**config.mk**
```make
export PLATFORM = sky130hd
export DESIGN_NAME = bitslice_alu
export DESIGN_NICKNAME = d
export VERILOG_FILES = /design/src/rtl/alu_pkg.sv /design/src/rtl/alu_ctrl_dec.sv /design/src/rtl/alu_bit_slice.sv /design/src/rtl/alu_flags.sv /design/src/rtl/bitslice_alu.sv
export SDC_FILE = /design/constraint.sdc
export NUM_CORES = 1
export LEC_CHECK = 0
export ABC_AREA = 1
export BUFFER_PORTS_ARGS = -buffer_cell sky130_fd_sc_hd__buf_2
export CAP_MARGIN = 20
export CELL_PAD_IN_SITES_DETAIL_PLACEMENT = 1
export CELL_PAD_IN_SITES_GLOBAL_PLACEMENT = 1
export CORE_AREA = 3 3 117 119
export DETAILED_ROUTE_END_ITERATION = 6
export DIE_AREA = 0 0 120 122
export GPL_ROUTABILITY_DRIVEN = 0
export PLACE_DENSITY = 0.68
export SLEW_MARGIN = 10
export SYNTH_ARGS = -nofsm -noshare
export SYNTH_HDL_FRONTEND = slang
export SYNTH_SLANG_ARGS = --single-unit
```
**constraint.sdc**
```tcl
create_clock -name vclk -period 19.1
set_input_delay 2.865 -clock vclk [all_inputs]
set_output_delay 2.865 -clock vclk [all_outputs]
set_load 0.01 [all_outputs]
```
**src/rtl/alu_pkg.sv**
```systemverilog
package alu_pkg;

    localparam int OP_W = 4;

    typedef enum logic [1:0] {
        SEL_AND  = 2'b00,
        SEL_OR   = 2'b01,
        SEL_SUM  = 2'b10,
        SEL_LESS = 2'b11
    } alu_sel_e;

    localparam logic [OP_W-1:0] OPC_AND = 4'b0000;
    localparam logic [OP_W-1:0] OPC_OR  = 4'b0001;
    localparam logic [OP_W-1:0] OPC_ADD = 4'b0010;
    localparam logic [OP_W-1:0] OPC_SUB = 4'b0110;
    localparam logic [OP_W-1:0] OPC_SLT = 4'b0111;
    localparam logic [OP_W-1:0] OPC_NOR = 4'b1100;

    typedef struct packed {
        logic     valid;
        logic     arith;
        logic     ainv;
        logic     bneg;
        alu_sel_e sel;
    } alu_ctrl_t;

endpackage

```
**src/rtl/alu_ctrl_dec.sv**
```systemverilog
module alu_ctrl_dec
    import alu_pkg::*;
(
    input  logic [OP_W-1:0] op_i,
    output alu_ctrl_t       ctrl_o
);

    logic known;
    logic arith;

    always_comb begin
        known = 1'b1;
        arith = 1'b0;
        unique case (op_i)
            OPC_AND, OPC_OR, OPC_NOR: arith = 1'b0;
            OPC_ADD, OPC_SUB, OPC_SLT: arith = 1'b1;
            default: begin
                known = 1'b0;
                arith = 1'b0;
            end
        endcase
    end

    always_comb begin
        ctrl_o.valid = known;
        ctrl_o.arith = arith;
        ctrl_o.ainv  = known & op_i[3];
        ctrl_o.bneg  = known & op_i[2];
        ctrl_o.sel   = known ? alu_sel_e'(op_i[1:0]) : SEL_AND;
    end

endmodule

```
**src/rtl/alu_bit_slice.sv**
```systemverilog
module alu_bit_slice
    import alu_pkg::*;
(
    input  logic     a_i,
    input  logic     b_i,
    input  logic     ainv_i,
    input  logic     bneg_i,
    input  alu_sel_e sel_i,
    input  logic     cin_i,
    input  logic     less_i,
    output logic     res_o,
    output logic     sum_o,
    output logic     cout_o
);

    logic a_eff;
    logic b_eff;

    assign a_eff  = a_i ^ ainv_i;
    assign b_eff  = b_i ^ bneg_i;
    assign sum_o  = a_eff ^ b_eff ^ cin_i;
    assign cout_o = (a_eff & b_eff) | (a_eff & cin_i) | (b_eff & cin_i);

    always_comb begin
        unique case (sel_i)
            SEL_AND:  res_o = a_eff & b_eff;
            SEL_OR:   res_o = a_eff | b_eff;
            SEL_SUM:  res_o = sum_o;
            SEL_LESS: res_o = less_i;
            default:  res_o = 1'b0;
        endcase
    end

endmodule

```
**src/rtl/alu_flags.sv**
```systemverilog
module alu_flags
    import alu_pkg::*;
#(
    parameter int WIDTH = 32
) (
    input  alu_ctrl_t        ctrl_i,
    input  logic [WIDTH-1:0] bits_i,
    input  logic             top_cin_i,
    input  logic             top_cout_i,
    output logic [WIDTH-1:0] result_o,
    output logic             carry_o,
    output logic             ovf_o,
    output logic             zero_o
);

    logic arith_ok;

    assign arith_ok = ctrl_i.valid & ctrl_i.arith;

    always_comb begin
        result_o = ctrl_i.valid ? bits_i : '0;
        carry_o  = arith_ok & top_cout_i;
        ovf_o    = arith_ok & (top_cin_i ^ top_cout_i);
        zero_o   = ~|result_o;
    end

endmodule

```
**src/rtl/bitslice_alu.sv**
```systemverilog
module bitslice_alu
    import alu_pkg::*;
#(
    parameter int WIDTH = 32
) (
    input  logic [WIDTH-1:0] a_i,
    input  logic [WIDTH-1:0] b_i,
    input  logic [OP_W-1:0]  op_i,
    output logic [WIDTH-1:0] result_o,
    output logic             carry_o,
    output logic             ovf_o,
    output logic             zero_o
);

    localparam int MSB = WIDTH - 1;

    alu_ctrl_t        ctl;
    logic [WIDTH-1:0] bits;
    logic             set_w;

    alu_ctrl_dec u_dec (
        .op_i   (op_i),
        .ctrl_o (ctl)
    );

    for (genvar i = 0; i < WIDTH; i++) begin : g_slice
        logic cin_w;
        logic less_w;
        logic res_w;
        logic sum_w;
        logic cout_w;

        if (i == 0) begin : g_lsb
            assign cin_w  = ctl.bneg;
            assign less_w = set_w;
        end else begin : g_upper
            assign cin_w  = g_slice[i-1].cout_w;
            assign less_w = 1'b0;
        end

        alu_bit_slice u_bit (
            .a_i    (a_i[i]),
            .b_i    (b_i[i]),
            .ainv_i (ctl.ainv),
            .bneg_i (ctl.bneg),
            .sel_i  (ctl.sel),
            .cin_i  (cin_w),
            .less_i (less_w),
            .res_o  (res_w),
            .sum_o  (sum_w),
            .cout_o (cout_w)
        );

        assign bits[i] = res_w;
    end

    // Sign of A-B corrected by the overflow of the top slice.
    assign set_w = g_slice[MSB].sum_w ^ (g_slice[MSB].cin_w ^ g_slice[MSB].cout_w);

    alu_flags #(.WIDTH(WIDTH)) u_flags (
        .ctrl_i     (ctl),
        .bits_i     (bits),
        .top_cin_i  (g_slice[MSB].cin_w),
        .top_cout_i (g_slice[MSB].cout_w),
        .result_o   (result_o),
        .carry_o    (carry_o),
        .ovf_o      (ovf_o),
        .zero_o     (zero_o)
    );

endmodule

```
* Yosys cells after proc, flatten, opt, wreduce, memory -nomap -nowiden
Cells that the tools add are included.
Operators by class: eq/ne operators 8, mux-type cells 36, bitwise gates (word level) 327, reductions and logical operators 6
Operator list (count):
- bitwise XOR 1 bit | 130
- case mux 1 bit (4 select lines) | 32
- bitwise AND 1 bit | 101
- bitwise OR 1 bit | 96
- 2-to-1 mux 32 bit | 1
- OR reduction 32 bit | 1
- == test 4 x 3 -> 1 bit, second input constant | 2
- OR reduction 6 bit | 1
- == test 2 bit, second input constant | 2
- == test 4 x 1 -> 1 bit, second input constant | 1
- == test 4 x 2 -> 1 bit, second input constant | 1
- == test 4 bit, second input constant | 1
- logical NOT 4 bit | 1
- OR reduction 3 bit | 1
- == test 2 x 1 -> 1 bit, second input constant | 1
- logical NOT 2 bit | 1
- 2-to-1 mux 1 bit | 2
- 2-to-1 mux 2 bit | 1
- logical NOT 1 bit | 1
Storage, ports and cells: bits in registers 0, logic and storage cells 377

* Depth between registers and ports, before layout
word-level depth 107, depth in mapped cells 54, gate-level depth less buffers 52

* Cells and area by module
A second synthesis with hierarchy kept.
Unflattened totals: cells, all modules 803, area total of the unflattened synthesis 4570.6 µm²
By module, submodules not included:
- alu_bit_slice | instances 32, cells each 21, area an instance 125.1 µm², seq. area each 0.0 µm²
- alu_flags | instances 1, cells each 101, area an instance 432.9 µm², seq. area each 0.0 µm²
- alu_ctrl_dec | instances 1, cells each 20, area an instance 95.1 µm², seq. area each 0.0 µm²
- bitslice_alu | instances 1, cells each 10, area an instance 38.8 µm², seq. area each 0.0 µm²

* Least setup slack after synthesis
No wires, ideal clock.
kind input to output, start input op_i[1], end output zero_o, arrival 16.802 ns, data required time 16.235 ns, slack -0.567 ns, cell stages on the path 52, path through buf_4 -> inv_1 -> nand4_2 -> nand2_1 -> inv_2 -> nor2_4 -> buf_4 -> xor2_1 -> inv_1 -> fa_1 -> fa_1 -> fa_1 -> fa_1 -> fa_1 -> fa_1 -> fa_1 -> fa_1 -> fa_1 -> [16 not listed] -> fa_1 -> fa_1 -> fa_1 -> fa_1 -> fa_1 -> fa_1 -> inv_1 -> nand2_1 -> nand2_1 -> inv_1 -> nand2_1 -> nand3_1 -> nand2_1 -> nor2_1 -> nand2_1 -> nor2_1 -> nand2_1 -> nor2_1
Between the ends: cells in the longest elaborated chain, start to end 107, elaborated cells on any way between the ends 372, those cells by class eq/ne: 8; mux: 35; bitwise: 324; reduce/logical: 5
Ends and longest elaborated chain:
- start: declaration | RTL line bitslice_alu.sv:8 | input logic [OP_W-1:0] op_i,
- == test 4 x 1 -> 1 bit (tied with other cells) | RTL line alu_ctrl_dec.sv:14 | unique case (op_i)
- OR reduction 6 bit (no line)
- 2-to-1 mux 1 bit | RTL line alu_ctrl_dec.sv:14
- bitwise AND 1 bit, on equally long branches | RTL line alu_ctrl_dec.sv:27, alu_ctrl_dec.sv:28
- bitwise XOR 1 bit, on equally long branches | RTL line alu_bit_slice.sv:19, alu_bit_slice.sv:20
- bitwise AND 1 bit, on equally long branches | RTL line alu_bit_slice.sv:22, alu_bit_slice.sv:26
- bitwise OR 1 bit (2 in series) | RTL line alu_bit_slice.sv:22 | assign cout_o = (a_eff & b_eff) | (a_eff & cin_i) | (b_eff & cin_i);
- bitwise AND 1 bit | RTL line alu_bit_slice.sv:22
- [87 not listed]
- bitwise OR 1 bit (2 in series) | RTL line alu_bit_slice.sv:22
- bitwise AND 1 bit | RTL line alu_bit_slice.sv:22
- bitwise OR 1 bit (2 in series) | RTL line alu_bit_slice.sv:22
- bitwise XOR 1 bit (2 in series) | RTL line bitslice_alu.sv:58 | assign set_w = g_slice[MSB].sum_w ^ (g_slice[MSB].cin_w ^ g_slice[MSB].cout_w);
- case mux 1 bit (4 select lines) | RTL line alu_bit_slice.sv:25 | unique case (sel_i)
- 2-to-1 mux 32 bit (*) | RTL line alu_flags.sv:21 | result_o = ctrl_i.valid ? bits_i : '0;
- OR reduction 32 bit (*) | RTL line alu_flags.sv:24 | zero_o = ~|result_o;
- logical NOT 1 bit (*) | RTL line alu_flags.sv:24
- end: declaration | RTL line bitslice_alu.sv:12 | output logic zero_o
Mark *: on every way between the ends. The rest lies on a longest branch, timed or not.

* Final worst setup path
start input op_i[2], end output zero_o
The elaborated chain is that of the path after synthesis.

==> summary.txt <==
Detailed routing
  • Remaining antenna violation count: 0
  • Via count: around 3700
  • Initial DRC count: 85
  • First-pass iteration count of the detailed router: 4
  • Drt wl/cell: about 15 microns
  • Vias per cell: 4.31
  • Drc violations: 0
  • Detailed Route WL: 12.8 mm

Power and ir drop
  • Clk pwr share: 0%
  • Sequential power share: 0%
  • Maximum vdd drop: about 0.000009 V
  • Internal: between 0.05 and 0.06 mW
  • P_leak: 2.83 nW
  • PwrDens: around 30 nW/um^2
  • Sw Pwr: 0.0865 mW
  • Combinational group share of total power: between 90% and 100%
  • Net Sw Frac: between 60% and 70%

Critical path
  • Max FO, Critical Path: 5
  • Critical Path Max Stage Delay: 490 ps
  • Crit path arrival time: around 16000 ps
  • WP buf/inv: 7
  • Largest delay share family, worst path: adder cells
  • Setup CP Type: in -> out
  • CP max stage cell: fa_1
  • Crit path capture type: output pin
  • CP startpoint kind: input pin
  • Crit path required time: 16230 ps
  • Most used cell, CP: fa_2

Global routing
  • Largest net degree at the start of global routing: 33
  • Initial antenna violation count: 0
  • Global-route wire length before repair: ~21 mm
  • Number of global-route vias before repair: just over 4000
  • GR Util All Layers: between 10% and 20%
  • Grt total ovfl: 0

Final layout
  • Final cell count without fillers: about 850
  • Commonest cells after routing, fill and taps aside: inv_1, buf_2, nand2_1, ha_1, xor2_1
  • FF/Latch Area: 0 sq um
  • Filler instances: 1681
  • Multi-input gate area: 3230 sq um
  • Seq_cells: 0
  • Clkbuf count: 0
  • Layout cells sized above 1: around 27%
  • Synthesis-to-finish area growth: 23.3%
  • # diodes: 0
  • Post-layout net count: between 800 and 900
  • Leading cell type in the layout, fill and taps excluded: inv_1
  • Final Cell Area: 4700 sq um
  • Layout Utilization: a little under two fifths

Timing
  • # setup viols final: 0
  • Max-slew violation count: 0
  • Worst slew pin tran: between 800 and 900 ps
  • Fmax: around 54 MHz
  • Slew HR: 43.8%
  • Hold_ws: about 6400 ps
  • Final count of hold timing violations: 0
  • Tcrit/Tclk final: between 90% and 100%
  • Final setup margin: 423 ps
  • Fin crit period: approximately 19000 ps

Floorplan
  • Die Width: 120 microns
  • IO Count: just over 100
  • Cell Rows: between 40 and 50
  • Die Footprint: 14600 sq um
  • Core area: ~13000 sq um
  • Die Y: around 120 microns
  • Starting Density: between 30% and 40%

Logic synthesis
  • Ranking of synthesized cells by area: ha_1, fa_1, inv_1
  • Synth warn: 0
  • Yosys top cell area share: between 20% and 30%
  • Syn avg cell area: 6.70 sq um
  • Synthesized Nets: 733
  • Post-synth top area cell: ha_1
  • Post-Syn Area: 3810 sq um
  • Sequential area share after synthesis: 0%
  • Distinct cells, synth: 28
  • Cells after Synth: between 500 and 600

Place
  • Dpl ws: -430 ps
  • DP Area: roughly 4600 sq um
  • Inst Count DP: about 850
  • Post-DP HPWL: 10.5 mm
  • Port-buffer cells: ~100

Job
  • Max capacitance violation total: 0

Hold path
  • Worst hold-check path type: in -> out

Run status
  • Status: completed
-- through the flow --
step | TNS [ps] | power [mW]
CTS | 0 | 0.141
floorplan | 0 | 0.0917
global route | -18.8 | 0.164
global placement | -193 | 0.132
detailed placement | -555 | 0.138
finish | 0 | 0.142
-- kinds of logic (layout without fill, tap and decap cells) --
| family | count (synthesis) | count (layout) | synth area share, % |
|---|---|---|---|
| AOI/OAI and AO/OA | 36 | 36 | 5.64 |
| adders and majority gates | 96 | 96 | 37.8 |
| xor gates and xnor gates | 63 | 63 | 14.5 |
| buffers and inverters | 172 | 278 | 18.2 |
| and+or+nand+nor | 202 | 202 | 23.9 |
-- Yosys cell counts --
library cell and number:
a21oi_1 5, a31oi_4 1, buf_2 11, buf_4 5, buf_6 2, clkbuf_1 2, fa_1 32, ha_1 64
inv_1 147, inv_2 5, nand2_1 101, nand2_2 1, nand2_4 1, nand3_1 28, nand3b_1 12, nand4_2 1
nor2_1 44, nor2_2 2, nor2_4 4, o2111ai_1 1, o211ai_1 3, o21ai_0 14, o21ai_1 10, o221ai_1 2
or2_0 2, or2_1 1, or2_2 5, xor2_1 63
-- final timing paths --
kind                    start      endpoint  slack (ps)  cells after the start
worst max-delay path  op_i[2]        zero_o         420                     54
worst min-delay path  b_i[30]  result_o[30]        6390                      8
-- power groups by stage --
stage / Clock (mW) / Sequential [mW] / Combinational (mW)
4_1_cts: 0 / 0 / 0.141
6_report: 0 / 0 / 0.142
3_5_place_dp: 0 / 0 / 0.138
2_1_floorplan: 0 / 0 / 0.0917
3_3_place_gp: 0 / 0 / 0.132
5_1_grt: 0 / 0 / 0.164
-- routing by layer --
layer	global-route usage, %	routed length, microns	vias to the layer above	part of all wire (%)
met3	1.39	603	13	4.7
met5	0	0	-	0
met1	24.5	6110	1710	48
li1	-	-	1843	-
met4	2.15	166	0	1.3
met2	30.3	5960	86	46
-- area by class of cell --
| class | instances | share of cell area, % |
|---|---|---|
| multi-input cells | 397 | 68.7 |
| repair buffers | 126 | 14.6 |
| inverters | 152 | 12.1 |
| well taps | 172 | 4.58 |
-- repair_timing --
action	in CTS	in global routing
pin swaps	3	7
buffers inserted	1	0
hold buffers	0	0
gates resized for setup	10	15
endpoints found under the setup margin	2	2
No activity file was read; power rests on OpenSTA's default activity.
